### src/rtl/gpio_mp_pkg.sv
package gpio_mp_pkg;

  localparam int PINS      = 8;
  localparam int ADDR_W    = 12;
  localparam int WORD_W    = ADDR_W - 2;
  localparam int ID_COUNT  = 12;
  localparam logic [WORD_W-1:0] DIR_WORD = 10'h100;
  localparam logic [WORD_W-1:0] ID_BASE  = 10'h3F4;

  typedef enum logic [1:0] {
    RGN_DATA = 2'd0,
    RGN_DIR  = 2'd1,
    RGN_ID   = 2'd2,
    RGN_NONE = 2'd3
  } region_e;

  function automatic region_e decode(input logic [WORD_W-1:0] word);
    if (word[WORD_W-1:WORD_W-2] == 2'b00) return RGN_DATA;
    else if (word == DIR_WORD)            return RGN_DIR;
    else if (word >= ID_BASE)             return RGN_ID;
    else                                  return RGN_NONE;
  endfunction

  function automatic logic [7:0] id_byte(input logic [3:0] idx);
    case (idx)
      4'd0:    return 8'h3C;
      4'd1:    return 8'h91;
      4'd2:    return 8'h07;
      4'd3:    return 8'h00;
      4'd4:    return 8'h52;
      4'd5:    return 8'h1A;
      4'd6:    return 8'h44;
      4'd7:    return 8'h00;
      4'd8:    return 8'hC3;
      4'd9:    return 8'h5E;
      4'd10:   return 8'hA7;
      4'd11:   return 8'h19;
      default: return 8'h00;
    endcase
  endfunction

endpackage

### src/rtl/gpio_mp_regs.sv
module gpio_mp_regs
  import gpio_mp_pkg::*;
(
  input  logic            clk,
  input  logic            rst,
  input  region_e         rgn,
  input  logic [PINS-1:0] amask,
  input  logic [PINS-1:0] wbyte,
  input  logic            we,
  input  logic [PINS-1:0] pins_in,
  output logic [PINS-1:0] data_q,
  output logic [PINS-1:0] dir_q
);

  logic            data_wr;
  logic [PINS-1:0] wmask;

  assign data_wr = we && (rgn == RGN_DATA);
  assign wmask   = data_wr ? (amask & dir_q) : '0;

  // Per-pin data bit: masked write on outputs, sampling on inputs.
  for (genvar i = 0; i < PINS; i++) begin : g_bit
    always_ff @(posedge clk) begin
      if (rst) begin
        data_q[i] <= 1'b0;
      end else if (!dir_q[i]) begin
        data_q[i] <= pins_in[i];
      end else if (wmask[i]) begin
        data_q[i] <= wbyte[i];
      end
    end
  end

  always_ff @(posedge clk) begin
    if (rst) begin
      dir_q <= '0;
    end else if (we && (rgn == RGN_DIR)) begin
      dir_q <= wbyte;
    end
  end


  out_hold_chk: assert property (@(posedge clk) disable iff (rst)
    !data_wr |=> ((data_q & $past(dir_q)) == ($past(data_q) & $past(dir_q))));


  in_track_chk: assert property (@(posedge clk) disable iff (rst)
    1'b1 |=> ((data_q & ~$past(dir_q)) == ($past(pins_in) & ~$past(dir_q))));

endmodule

### src/rtl/gpio_mp_resolve.sv
module gpio_mp_resolve
  import gpio_mp_pkg::*;
#(
  parameter logic [PINS-1:0] PULL_UP   = 8'hFF,
  parameter logic [PINS-1:0] PULL_DOWN = 8'h00
) (
  input  logic            clk,
  input  logic            rst,
  input  logic [PINS-1:0] data,
  input  logic [PINS-1:0] dir,
  output logic [PINS-1:0] out_q,
  output logic [PINS-1:0] chg_q
);

  if ((PULL_UP & PULL_DOWN) != '0) begin : g_bad_pull
    $error("pull-up and pull-down masks overlap");
  end

  logic [PINS-1:0] level_n;

  for (genvar i = 0; i < PINS; i++) begin : g_pin
    always_comb begin
      if (dir[i])            level_n[i] = data[i];
      else if (PULL_UP[i])   level_n[i] = 1'b1;
      else if (PULL_DOWN[i]) level_n[i] = 1'b0;
      else                   level_n[i] = out_q[i];
    end
  end

  always_ff @(posedge clk) begin
    if (rst) begin
      out_q <= PULL_UP;
      chg_q <= '0;
    end else begin
      out_q <= level_n;
      chg_q <= level_n ^ out_q;
    end
  end


  drv_out_chk: assert property (@(posedge clk) disable iff (rst)
    1'b1 |=> ((out_q & $past(dir)) == ($past(data) & $past(dir))));


  chg_pulse_chk: assert property (@(posedge clk) disable iff (rst)
    1'b1 |=> (chg_q == ($past(out_q) ^ out_q)));

endmodule

### src/rtl/gpio_mp_rdmux.sv
module gpio_mp_rdmux
  import gpio_mp_pkg::*;
#(
  parameter int DATA_W = 32
) (
  input  logic              clk,
  input  logic              rst,
  input  region_e           rgn,
  input  logic [WORD_W-1:0] word,
  input  logic [PINS-1:0]   data,
  input  logic [PINS-1:0]   dir,
  output logic [DATA_W-1:0] rd_q
);

  logic [7:0]        sel;
  logic [WORD_W-1:0] id_off;

  assign id_off = word - ID_BASE;

  always_comb begin
    case (rgn)
      RGN_DATA: sel = data & word[PINS-1:0];
      RGN_DIR:  sel = dir;
      RGN_ID:   sel = id_byte(id_off[3:0]);
      default:  sel = 8'h00;
    endcase
  end

  always_ff @(posedge clk) begin
    if (rst) rd_q <= '0;
    else     rd_q <= {{(DATA_W-8){1'b0}}, sel};
  end


  unmapped_rd_chk: assert property (@(posedge clk) disable iff (rst)
    (rgn == RGN_NONE) |=> (rd_q == '0));

endmodule

### src/rtl/gpio_masked_port.sv
module gpio_masked_port
  import gpio_mp_pkg::*;
#(
  parameter int              DATA_W    = 32,
  parameter logic [PINS-1:0] PULL_UP   = 8'hFF,
  parameter logic [PINS-1:0] PULL_DOWN = 8'h00
) (
  input  logic              clk,
  input  logic              rst,
  input  logic [11:0]       bus_addr,
  input  logic [DATA_W-1:0] bus_wdata,
  input  logic              bus_we,
  output logic [DATA_W-1:0] bus_rdata,
  input  logic [7:0]        pins_in,
  output logic [7:0]        pins_out,
  output logic [7:0]        pins_chg
);

  logic [WORD_W-1:0] word;
  region_e           rgn;
  logic [PINS-1:0]   data_q;
  logic [PINS-1:0]   dir_q;

  assign word = bus_addr[ADDR_W-1:2];
  assign rgn  = decode(word);

  gpio_mp_regs u_regs (
    .clk     (clk),
    .rst     (rst),
    .rgn     (rgn),
    .amask   (word[PINS-1:0]),
    .wbyte   (bus_wdata[PINS-1:0]),
    .we      (bus_we),
    .pins_in (pins_in),
    .data_q  (data_q),
    .dir_q   (dir_q)
  );

  gpio_mp_resolve #(
    .PULL_UP   (PULL_UP),
    .PULL_DOWN (PULL_DOWN)
  ) u_resolve (
    .clk   (clk),
    .rst   (rst),
    .data  (data_q),
    .dir   (dir_q),
    .out_q (pins_out),
    .chg_q (pins_chg)
  );

  gpio_mp_rdmux #(
    .DATA_W (DATA_W)
  ) u_rdmux (
    .clk  (clk),
    .rst  (rst),
    .rgn  (rgn),
    .word (word),
    .data (data_q),
    .dir  (dir_q),
    .rd_q (bus_rdata)
  );

endmodule

### config.mk
export PLATFORM = sky130hd
export DESIGN_NAME = gpio_masked_port
export DESIGN_NICKNAME = d
export VERILOG_FILES = /design/src/rtl/gpio_mp_pkg.sv /design/src/rtl/gpio_mp_regs.sv /design/src/rtl/gpio_mp_resolve.sv /design/src/rtl/gpio_mp_rdmux.sv /design/src/rtl/gpio_masked_port.sv
export SDC_FILE = /design/constraint.sdc
export NUM_CORES = 1
export LEC_CHECK = 0
export BUFFER_PORTS_ARGS = -buffer_cell sky130_fd_sc_hd__buf_2
export CORE_MARGIN = 5
export CORE_UTILIZATION = 50
export CTS_BUF_LIST = sky130_fd_sc_hd__clkbuf_2
export DETAILED_ROUTE_END_ITERATION = 7
export GPL_TIMING_DRIVEN = 0
export PLACE_DENSITY = 0.87
export SETUP_SLACK_MARGIN = 0.2
export SLEW_MARGIN = 20
export SYNTH_ARGS = -nofsm -noshare
export SYNTH_HDL_FRONTEND = slang
export SYNTH_SLANG_ARGS = --single-unit
### constraint.sdc
create_clock -name clk -period 2.13 [get_ports clk]
set_clock_uncertainty 0.05 [all_clocks]
set_input_delay 0.1065 -clock clk [delete_from_list [all_inputs] [get_ports clk]]
set_output_delay 0.1065 -clock clk [all_outputs]
set_load 0.05 [all_outputs]
# Word level (Yosys, flattened, before mapping)
# Memory sizes are Yosys's and may differ from the RTL's.
# Index checks and enable logic that the tools add are counted.
# totals
regBits,64
latchBits,0
ramBits,0
mem_bits_ro,128
in_bits,55
out_inout_bits,48
word_cells,63
n_memories,1
# mem_list
name,words,word_bits,rd,rd_clocked_by_memory_dff,write_ports,line,source
(no name shown),16,8,1,0,0,gpio_mp_pkg.sv:25,case (idx)
# classes
addsub,1
n_mul,0
div,0
n_lt_le_gt_ge,1
eq_ne,11
shifts,0
mux,29
bitwise_logic,3
n_reduce_logical,4
# op_table
cell,n
$mux W1,25
$pmux W8 S3,1
$and A8 B8 Y8,2
$ne A2 B2 Y1 const B,8
$eq A10 B9 Y1 const B,1
$ge A10 B10 Y1 const B,1
$mux W8,1
$xor A8 B8 Y8,1
$logic_not A2 Y1,2
$mux W2,2
$sub A4 B3 Y4 const B,1
$eq A2 B1 Y1 const B,1
$eq A2 B2 Y1 const B,1
$logic_and A1 B1 Y1,2

# Logic depth before layout (Yosys ltp)
# Gate-level depths: netlist of the first run.
# depth
depth_word,9
depth_mapped,8
depth_no_buf,6

# Modules after synthesis
# Synthesis of the first run repeated with hierarchy kept, for this count alone.
# unflattened
hier_cells,236
hier_area_um2,2178.3
# by_module_without_submodules
module,instances,cells_each,area_each_um2,seq_area_each_um2
gpio_mp_rdmux,1,103,794.5,160.2
gpio_mp_regs,1,68,723.2,320.3
gpio_mp_resolve,1,58,614.3,320.3
gpio_masked_port,1,7,46.3,0.0

# Worst setup path after synthesis of the first run
# No wires, ideal clock.
# synth_path
path_type,in2reg
startpoint,input bus_addr[4]
endpoint,register u_rdmux.rd_q[0]
setup_ns,0.133
arrival_time_ns,1.238
t_required_ns,1.947
path_slack_ns,0.709
cell_stages,7
n_path_buf,1
path_cell_list,inv_1 -> ha_1 -> nor4bb_2 -> and2_1 -> buf_6 -> o31ai_4 -> a21oi_1
# synth_between
elab_chain_len,6
word_cells_on_any_way,11
cone_classes,add/sub (1); order compare (1); eq/ne (3); mux (4); reduce/logical (1); memory (1)
# synth_rtl
element,line,source
start: declaration,gpio_masked_port.sv:10,"input logic [11:0] bus_addr,"
$ge A10 B10 Y1,gpio_mp_pkg.sv:20,else if (word >= ID_BASE) return RGN_ID;
$mux W1,gpio_mp_pkg.sv:20,
$mux W2,gpio_mp_pkg.sv:19,else if (word == DIR_WORD) return RGN_DIR;
$mux W2,gpio_mp_pkg.sv:18,if (word[WORD_W-1:WORD_W-2] == 2'b00) return RGN_DATA;
$eq A2 B2 Y1 (tied with other cells),gpio_mp_rdmux.sv:21,case (rgn)
$pmux W8 S3 (*),gpio_mp_rdmux.sv:21,
end signal: assignment,gpio_mp_rdmux.sv:31,"else rd_q <= {{(DATA_W-8){1'b0}}, sel};"
end: declaration,gpio_mp_rdmux.sv:12,output logic [DATA_W-1:0] rd_q
# Every way passes the cells marked *; elsewhere a longest branch is shown, timed or not.
# A chain may end at the register's enable or synchronous reset.

# Worst setup path in the final report of the first run
# layout_path
startpoint,input bus_addr[4]
endpoint,register u_regs.dir_q[2]
# layout_between
elab_chain_len,6
word_cells_on_any_way,7
cone_classes,order compare (1); eq/ne (2); mux (3); reduce/logical (1)
# layout_rtl
element,line,source
$ge A10 B10 Y1,gpio_mp_pkg.sv:20,
$mux W1,gpio_mp_pkg.sv:20,
$mux W2 (*),gpio_mp_pkg.sv:19,
$mux W2 (*),gpio_mp_pkg.sv:18,
$eq A2 B1 Y1 (*),gpio_mp_regs.sv:37,end else if (we && (rgn == RGN_DIR)) begin
$logic_and A1 B1 Y1 (*),gpio_mp_regs.sv:37,
end signal: assignment,gpio_mp_regs.sv:38,dir_q <= wbyte;
end: declaration,gpio_mp_regs.sv:12,output logic [PINS-1:0] dir_q
# Marked as above.

==> metrics.md, run 1 <==
| Metric | Value |
|---|---|
| Cts bufs inserted | `5` |
| Critical-path cell list | `buf_2 -> inv_2 -> ha_2 -> nor4bb_4 -> and2_1 -> buf_6 -> buf_8 -> nand3_1 -> dlygate4sd3_1 -> a21oi_1` |
| Largest area contributor in the netlist | `dfxtp_1` |
| Die Area | `5390 sq um` |
| DR DRC count | `0` |
| Layout cell share with drive strength beyond 1 | `0.281` |
| Setup TNS | `0 ns` |
| Synthesized cell area | `2010 sq um` |
| DR vias/cell | `5.32` |
| Num rows | `23` |
| Most common cell in the synthesized netlist | `dfxtp_1` |
| Synth top area cells | `dfxtp_1, buf_4, nand2_1, nand3_1, ha_1` |
| DP Cell Count | `356` |
| Register area share after synthesis | `0.398` |
| Largest net degree at the start of global routing | `13` |
| Height of the die | `73.4 um` |
| Final Util | `0.710` |
| Mapped Avg Cell Area | `8.63 sq um` |
| Mapped Cells | `233` |
| Clock sink count | `40` |
| Root Driver | `clkbuf_2` |
| I/O Pins | `103` |
| Worst min path class | `in2reg` |
| Area of the multi-input gates | `1050 sq um` |
| FMAX | `541 MHz` |
| Clock-pin transition on the worst setup and hold timing paths | `0.20 ns` |
| Register bit total from synthesis | `40` |
| Router iterations before antenna repair | `5` |
| Core ar. | `3940 sq um` |
| DP Wirelength | `3670 um` |
| Slew headroom | `0.615` |
| CP endpoint kind | `flip-flop` |
| Vias post-DR | `2103` |
| Finished Layout Cells | `395` |
| Yosys warns | `0` |
| Async set or reset register ratio after synthesis | `0` |
| Clk_lat worst skew | `0.40 ns` |
| H-Tree Depth | `2` |
| Fin Hold WS | `0.0335 ns` |
| Vias in the first global route | `2083` |
| Initial antenna violation count | `0` |
| Peak supply drop | `0.266 mV` |
| Min cycle time layout | `1.85 ns` |
| Register Area | `801 sq um` |
| Grt ovf | `0` |
| Crit path max fanout | `10` |
| Slowest CP cell | `dlygate4sd3_1` |
| Post-synth top flop | `dfxtp_1` |
| Detail Route Antenna Nets | `0` |
| DRT iter0 DRCs | `365` |
| # Max-Cap Violations | `0` |
| Commonest cells in the netlist | `dfxtp_1, nand2_1, buf_4` |
| RSZ-0062 raised after global routing | `false` |
| Clock Tree Buf Depth | `2` |
| TritonCTS clock tree | `done` |
| Final worst-path cycle share | `0.868` |
| Hold Fails Final Rpt | `0` |
| Worst path max stage delay | `0.58 ns` |
| Synth top area share | `0.398` |
| Leakage power | `1.21 nW` |
| Crit path launch type | `input port` |
| All-Layer GR Usage | `0.233` |
| Top Family by Delay on Critical Path | `buffers and inverters` |
| Filler cell count | `272` |
| Status | `finished, final reports clean` |
| CP Buf/Inv Count | `5` |
| Nets | `406` |
| WL per Instance | `16.0 um` |
| Number of synthesized flops with an enable pin | `0` |
| Setup Viol. Count Final | `0` |
| Antenna fix cells | `0` |
| Worst path required time | `2.43 ns` |
| Max-slew violations | `0` |
| First-pass GRT wire length | `9600 um` |
| Final RePlAce weighted congestion | `0.925` |
| Final Instance Area | `2800 sq um` |
| Final wirelength | `6320 um` |
| Placed Area | `2410 sq um` |
| Pwr/cell area | `540 nW/um^2` |
| Die Wd | `73.4 um` |
| Starting density of the core | `0.510` |
| Port buffer count | `50` |
| Critical path type | `in2reg` |
| Yosys cell types | `35` |
| Measured slew at the worst slew-check pin | `0.578 ns` |
| Area Overhead vs Synth | `39.1%` |
| Worst EP arrival | `2.15 ns` |
## through the flow
step	total power, mW	setup WS (ns)
after floorplan	0.982	0.709
after global placement	1.04	0.346
after detailed placement	1.05	0.280
after CTS	1.50	0.248
after global routing	1.57	0.194
final	1.51	0.282
## state kept, by name, summed over array words and instances, names as in the netlist
signal / count
u_resolve.chg_q: 8
u_rdmux.rd_q: 8
u_regs.data_q: 8
u_regs.dir_q: 8
u_resolve.out_q: 8
## where the power goes
group / switching [mW] / internal [mW] / leakage [nW]
combinational: 0.202 / 0.110 / 0.850
clock: 0.242 / 0.191 / 0.0380
sequential: 0.00745 / 0.758 / 0.325
total: 0.452 / 1.06 / 1.21
## worst min-delay path, delay by kind of cell
kind	cells	cell delay (ns)
buffers and inverters	1	0.16
AOI/OAI and AO/OA	1	0.08
and+or+nand+nor	1	0.09
## path summary, 6_finish.rpt
kind	start	to	slack, ns	depth (start not counted)
hold / removal	bus_addr[2]	u_regs.data_q[0]	0.03	3
hold reg to reg	u_resolve.out_q[5]	u_resolve.chg_q[5]	0.46	2
setup reg to reg	u_regs.dir_q[5]	u_regs.data_q[5]	0.61	3
setup / recovery	bus_addr[4]	u_regs.dir_q[2]	0.28	10
## routing by layer
layer,up-vias,GRT usage,wire (um)
li1,970,-,-
met1,930,0.255,2280
met2,167,0.413,3100
met3,36,0.0520,619
met4,0,0.129,318
met5,-,0,0
## final cells by class
class / instances / area share
multi-input cells: 176 / 0.374
flip-flops and latches: 40 / 0.286
repair buffers: 81 / 0.199
plain buffers: 33 / 0.0863
well taps: 50 / 0.0224
clock inverters: 3 / 0.0134
inverters: 7 / 0.00939
clock buffers: 5 / 0.00894
## cells in the final DEF, fill, tap and decap left out, types with 16 or more instances in the layout
cell type	Yosys	final
dfxtp_1	40	40
dlygate4sd3_1	0	30
buf_4	26	27
conb_1	1	24
nand3_1	18	18
buf_2	1	51
a21oi_1	17	16
nand2_1	38	38
nor2_1	18	18
## kinds of logic after synthesis
group | synth area share
simple gates | 0.220
fa+ha+maj | 0.0435
mux | 0.00995
other cells | 0.00186
compound gates | 0.159
xor+xnor | 0.0348
flops | 0.398
buf+inv | 0.133
## timing repair
item | CTS | global route
hold buffers | 30 | 0
setup endpoints to repair | 0 | 8
resized for setup | 0 | 5
endpoints found under the hold margin | 16 | 0
buffers inserted | 0 | 1
Power figures use the tool's default switching activity.
==> run 2, diff against run 1 <==
- ABC_AREA: unset -> 1
- CORE_ASPECT_RATIO: unset -> 1.1
- CORE_UTILIZATION: 50 -> 52
- PLACE_DENSITY: 0.87 -> 0.88
==> metrics.md, run 2 <==
| Metric | Value |
|---|---|
| Status | `finished, final reports clean` |
| Router iterations before antenna repair | `4 (-1)` |
| Psw | `470 uW (+4.0%)` |
| Port buffer count | `51 (+2.0%)` |
| Yosys cell types | `23 (-34%)` |
| Area Overhead vs Synth | `28.7%` |
| All-Layer GR Usage | `0.196 (-0.0369)` |
| CP endpoint kind | `flip-flop` |
| Final Util | `0.696 (-0.0135)` |
| Number of synthesized flops with an enable pin | `0 (unchanged)` |
| H-Tree Depth | `2 (unchanged)` |
| FMAX | `741 MHz (+37%)` |
| I/O Pins | `103 (unchanged)` |
| DP Wirelength | `3950 um (+7.4%)` |
| Commonest non-fill, non-tap cell in the layout | `nand2_1` |
| Clock sink count | `40 (unchanged)` |
| R2R cell count | `5 (+2)` |
| Worst path max stage delay | `0.27 ns (-0.31 ns)` |
| Largest net degree at the start of global routing | `14 (+1)` |
| Core ar. | `3990 sq um (+1.3%)` |
| # Max-Cap Violations | `0 (unchanged)` |
| Leakage power | `1.42 nW (+17%)` |
| Switch share | `0.333 (+0.0340)` |
| Top Family by Delay on Critical Path | `simple AND/OR/NAND/NOR gates` |
| Setup Viol. Count Final | `0 (unchanged)` |
| Compound-gate portion of the synthesized area | `0.0811 (-0.0781)` |
| Hold Fails Final Rpt | `0 (unchanged)` |
| Largest area contributor in the netlist | `dfxtp_1` |
| Root Driver | `clkbuf_2` |
| Num rows | `24 (+4.3%)` |
| Clock Tree Buf Depth | `2 (unchanged)` |
| Crit path max fanout | `10 (unchanged)` |
| Combinational share of power | `0.219 (+0.012)` |
| Height of the die | `77.6 um (+5.7%)` |
| Clk_lat worst skew | `0.40 ns (about the same)` |
| Most common cell in the synthesized netlist | `nand2_1` |
| Detail Route Antenna Nets | `0 (unchanged)` |
| Die Wd | `71.5 um (-2.7%)` |
| Worst EP arrival | `1.65 ns (-0.50 ns)` |
| Most frequent cells in the layout | `nand2_1, buf_2, nor2_1` |
| Final wirelength | `5400 um (-15%)` |
| Worst min path class | `in2reg` |
| Sequential share of power | `0.542 (+0.035)` |
| Critical-path cell list | `buf_2 -> buf_2 -> inv_1 -> ha_1 -> nand2_1 -> nor2_4 -> nand3_4 -> buf_6 -> nand2_2 -> nand2_1 -> nor2_1` |
| Yosys warns | `0 (unchanged)` |
| Crit path launch type | `input port` |
| Synth top area cells | `dfxtp_1, nand2_1, nor2_1, buf_4, nand3_1` |
| Simple-Gate Fraction of Synth Area | `0.321 (+0.101)` |
| Register area share after synthesis | `0.371 (-0.0274)` |
| Internal Power | `942 uW (-11%)` |
| Clock-pin transition on the worst setup and hold timing paths | `0.22 ns (+0.02 ns)` |
| Reg2reg start | `u_regs.dir_q[6]` |
| Peak supply drop | `0.387 mV (+46%)` |
| Post-CTS sizing | `0 (unchanged)` |
| Antenna fix cells | `0 (unchanged)` |
| WL per Instance | `11.8 um (-26%)` |
| Max-slew violations | `0 (unchanged)` |
| Layout cell share with drive strength beyond 1 | `0.260 (-0.0213)` |
| CP Buf/Inv Count | `4 (-1)` |
| First-pass GRT wire length | `8770 um (-8.6%)` |
| Final worst-path cycle share | `0.634 (-0.234)` |
| Grt ovf | `0 (unchanged)` |
| Min cycle time layout | `1.35 ns (-0.498 ns)` |
| RSZ-0062 raised after global routing | `false` |
| Finished Layout Cells | `456 (+15%)` |
| Worst path required time | `2.43 ns (about the same)` |
| Xor/xnor cell area share of the yosys netlist | `0.00405 (-0.0308)` |
| Pwr/cell area | `508 nW/um^2 (-6.0%)` |
| Mapped Avg Cell Area | `7.08 sq um (-18%)` |
| Critical path depth | `11 (+1)` |
| Hold Path Stages | `5 (+2)` |
| DR DRC count | `0 (unchanged)` |
| TritonCTS clock tree | `done` |
| Hold Crit Start | `bus_addr[6]` |
| Cts bufs inserted | `5 (unchanged)` |
| Synthesized cell area | `2160 sq um (+7.4%)` |
| Final RePlAce weighted congestion | `0.902 (-2.4%)` |
| Async set or reset register ratio after synthesis | `0 (unchanged)` |
| DR vias/cell | `4.69 (-12%)` |
| Setup TNS | `0 ns (unchanged)` |
| Slowest CP cell | `nor2_4` |
| Mapped Cells | `305 (+31%)` |
| Setup Buffers After CTS | `0 (unchanged)` |
| Synth top area share | `0.371 (-0.0274)` |
| Adder-cell area share of the yosys netlist | `0.0405 (-0.00300)` |
| Post-synthesis mux area share | `0.0371 (+0.0271)` |
| Die Area | `5550 sq um (+2.8%)` |
| Commonest cells in the netlist | `nand2_1, nor2_1, dfxtp_1` |
| Starting density of the core | `0.541 (+0.0307)` |
| Critical path type | `in2reg` |
| Vias post-DR | `2140 (+1.8%)` |
| Setup crit start | `bus_addr[4]` |
| Post-synth top flop | `dfxtp_1` |
| Vias in the first global route | `1970 (-5.4%)` |
| Clk pwr share | `0.239 (-0.048)` |
| DP Cell Count | `431 (+21%)` |
| Nets | `465 (+15%)` |
| Initial antenna violation count | `0 (unchanged)` |
| Main combinational cell family by area after synthesis | `simple AND/OR/NAND/NOR gates` |
| DRT iter0 DRCs | `210 (-42%)` |
| Register bit total from synthesis | `40 (unchanged)` |
run 2: cell count changes after synthesis, moves of 4 or more:
cell,previous run,this run
xor2_1,8,1
o21ai_0,4,18
nand2_1,38,73
nor2b_1,8,0
nand2_2,0,4
or2_2,0,7
inv_1,6,19
a311oi_1,7,0
mux2i_1,2,8
a32oi_1,8,0
nor2_1,18,51
run 2: cell families after synthesis:
logic type,Yosys count
flops,40
simple gates,160
buf+inv,53
compound gates,35
fa+ha+maj,7
xor+xnor,1
mux,8
other cells,1
run 2: path summary, 6_finish.rpt:
check | to | slack (ns)
setup reg to reg | u_regs.data_q[6] | 0.94
hold / removal | u_regs.data_q[4] | 0.02
hold reg to reg | u_resolve.chg_q[2] | 0.44
setup / recovery | u_regs.dir_q[5] | 0.78
run 2: what timing repair did:
| item | CTS | global route |
|---|---|---|
| setup endpoints to repair | 0 | 0 |
| hold buffers | 17 | 0 |
| hold endpoints to repair | 19 | 0 |
run 2: cell type report:
type | instances | area [sq um]
Buffer | 32 | 233
Clock buffer | 5 | 25.0
Clock inverter | 3 | 18.8
Fill cell | 337 | 1210
Inverter | 21 | 78.8
Multi-Input combinational cell | 235 | 1130
Sequential cell | 40 | 801
Tap cell | 52 | 65.1
Timing Repair Buffer | 68 | 425
run 2: layer usage:
metal / vias to the layer above / GRT usage / share of wire
li1: 1110 / - / -
met1: 941 / 0.218 / 0.39
met2: 85 / 0.361 / 0.52
met3: 4 / 0.0478 / 0.073
met4: 0 / 0.0620 / 0.013
met5: - / 0 / 0
run 2: stage by stage:
| stage | power (mW) | setup WS (ns) | instance area, sq um | hold slack [ns] |
|---|---|---|---|---|
| finish | 1.41 | 0.780 | 2780 | 0.0165 |
| global route | 1.48 | 0.654 | 2780 | 0.00819 |
| CTS | 1.41 | 0.820 | 2780 | 0.00206 |
| detailed placement | 1.06 | 0.397 | 2570 | 0.308 |
| global placement | 1.05 | 0.387 | 2570 | 0.293 |
| floorplan | 0.998 | 0.710 | 2250 | 0.191 |
run 2: worst min-delay path, cell delays in order:
cell     delay, ns
buf_2         0.11
inv_1         0.07
o21ai_0       0.09
nand2_1       0.06
a21oi_1       0.03
run 2: power by group through the flow:
stage / combinational [mW] / clock, mW / sequential [mW]
2_1_floorplan: 0.212 / 0 / 0.786
3_3_place_gp: 0.273 / 0 / 0.779
3_5_place_dp: 0.277 / 0 / 0.780
4_1_cts: 0.302 / 0.343 / 0.765
5_1_grt: 0.333 / 0.379 / 0.767
6_report: 0.309 / 0.338 / 0.765
==> run 3, diff against run 2 <==
- CORE_UTILIZATION: 52 -> 48
- PLACE_DENSITY: 0.88 -> 0.82
- clock period: 2.13 -> 1.25 ns (I/O delays scaled with it)
==> metrics.md, run 3 (synthesized netlist as in run 2, its figures left out) <==
| Metric | Value |
|---|---|
| M1 wire length | `2610 um (+23%)` |
| Core ar. | `4320 sq um (+8.1%)` |
| Setup crit start | `bus_we` |
| DP Wirelength | `4040 um (+2.5%)` |
| Pwr/cell area | `735 nW/um^2 (+45%)` |
| Flop2flop setup slack | `0.20 ns (-0.74 ns)` |
| Leakage power | `1.63 nW (+15%)` |
| Num rows | `25 (+4.2%)` |
| Vias post-DR | `2478 (+16%)` |
| Pre-CTS setup slack | `-0.277 ns (-0.674 ns)` |
| Most frequent cells in the layout | `nand2_1, nor2_1, buf_4` |
| Final wirelength | `7540 um (+40%)` |
| Min cycle time layout | `1.18 ns` |
| Critical path type | `in2reg` |
| # Max-Cap Violations | `0 (unchanged)` |
| Worst EP arrival | `1.46 ns (-0.19 ns)` |
| Fin Hold WS | `0.0206 ns (+0.00404 ns)` |
| Finished Layout Cells | `484 (+6.1%)` |
| Reg2reg start | `u_regs.dir_q[6]` |
| Clock-pin transition on the worst setup and hold timing paths | `0.20 ns (-0.02 ns)` |
| All-Layer GR Usage | `0.226 (+0.0302)` |
| Cts bufs inserted | `5 (unchanged)` |
| TritonCTS clock tree | `done` |
| R2R cell count | `4 (-1)` |
| Peak supply drop | `0.651 mV (+68%)` |
| Worst path required time | `1.54 ns (-0.89 ns)` |
| WL per Instance | `15.6 um (+32%)` |
| Metal2 WL | `3860 um (+37%)` |
| Clock Tree Buf Depth | `2 (unchanged)` |
| Die Area | `5940 sq um (+7.2%)` |
| Top routing layer in use | `met4` |
| FMAX | `850 MHz` |
| Setup ws final | `0.0739 ns (-0.706 ns)` |
| Grt ovf | `0 (unchanged)` |
| Router iterations before antenna repair | `5 (+1)` |
| Area Overhead vs Synth | `58.3%` |
| Max-slew violations | `0 (unchanged)` |
| Final Util | `0.792 (+0.0960)` |
| Commonest non-fill, non-tap cell in the layout | `nand2_1` |
| DP Cell Count | `433 (+0.46%)` |
| Status | `finished, final reports clean` |
| Hold Fails Final Rpt | `0 (unchanged)` |
| DR DRC count | `0 (unchanged)` |
| H-Tree Depth | `2 (unchanged)` |
| Die Wd | `74.0 um (+3.5%)` |
| Port buffer count | `51 (unchanged)` |
| I/O Pins | `103 (unchanged)` |
| Crit path max fanout | `8 (-2)` |
| Root Driver | `clkbuf_2` |
| R2R Path End | `u_resolve.chg_q[6]` |
| Layout cell share with drive strength beyond 1 | `0.419 (+0.159)` |
| CP endpoint kind | `flip-flop` |
| DRT iter0 DRCs | `174 (-17%)` |
| Height of the die | `80.4 um (+3.6%)` |
| Nets | `492 (+5.8%)` |
| Setup Viol. Count Final | `0 (unchanged)` |
| Starting density of the core | `0.501 (-0.0405)` |
| First-pass GRT wire length | `10200 um (+16%)` |
| Clk_lat worst skew | `0.43 ns (+0.03 ns)` |
| Clock sink count | `40 (unchanged)` |
| WL met3 | `626 um (+59%)` |
| Vias in the first global route | `2199 (+12%)` |
| RSZ-0062 raised after global routing | `true` |
| Final RePlAce weighted congestion | `0.861 (-4.5%)` |
| Detail Route Antenna Nets | `0 (unchanged)` |
| Final worst-path cycle share | `0.941` |
| Worst min path class | `in2reg` |
| Largest net degree at the start of global routing | `13 (-1)` |
| DR vias/cell | `5.12 (+9.1%)` |
| Crit path launch type | `input port` |
| Critical Path End | `u_regs.data_q[2]` |
| Initial antenna violation count | `0 (unchanged)` |
| Antenna fix cells | `0 (unchanged)` |
run 3: changes by cell type in the layout (fill, tap and decap cells not counted), moves of 15 or more:
cell,change
buf_4,+15
buf_8,+18
dfxtp_2,+30
buf_2,-26
dfxtp_1,-32
run 3: worst max-delay path, cell delays in order:
cell           delay, ns
dlygate4sd3_1       0.52
buf_2               0.16
nand2_4             0.10
buf_2               0.19
o21ai_0             0.30
a21oi_1             0.12
run 3: worst min path at each step:
stage | startpoint | endpoint | slack [ns] | depth (start not counted)
2_1_floorplan | bus_wdata[0] | u_regs.dir_q[0] | 0.13 | 2
5_1_grt | rst | u_regs.data_q[3] | 0.04 | 4
6_report | bus_addr[2] | u_regs.data_q[0] | 0.02 | 5
4_1_cts | bus_addr[5] | u_regs.data_q[3] | 0.03 | 4
3_5_place_dp | bus_wdata[0] | u_regs.dir_q[0] | 0.25 | 3
3_3_place_gp | bus_wdata[0] | u_regs.dir_q[0] | 0.24 | 3
run 3: per-layer routing:
metal,up-vias,global-route usage
met5,-,0
met4,0,0.112
met3,42,0.0488
met2,139,0.407
met1,1132,0.244
li1,1165,-
run 3: layout make-up:
type	instances	area (sq um)
well taps	54	67.6
clock inverters	2	12.5
repair buffers	95	871
fillers	271	896
flip-flops and latches	40	846
clock buffers	5	25.0
plain buffers	32	260
multi-input cells	235	1250
inverters	21	92.6
run 3: what timing repair did:
item | 4_1_cts | 5_1_grt
cloned | 0 | 1
pin swaps | 1 | 5
hold buffers | 28 | 0
endpoints found under the hold margin | 27 | 0
endpoints found under the setup margin | 42 | 47
resized for setup | 94 | 42
buffers inserted | 6 | 9
run 3: power by group:
group          internal, mW  switching (mW)
Sequential             1.29          0.0167
Combinational         0.235           0.388
Clock                 0.123           0.462
Total                  1.65           0.867
run 3: per-stage QoR:
stage               setup TNS [ns]  total power [mW]  instance area (sq um)
floorplan                        0              1.73                   2310
global placement             -3.22              1.83                   2630
detailed placement           -3.35              1.84                   2630
CTS                              0              2.46                   3240
global route                     0              2.61                   3420
finish                           0              2.51                   3420
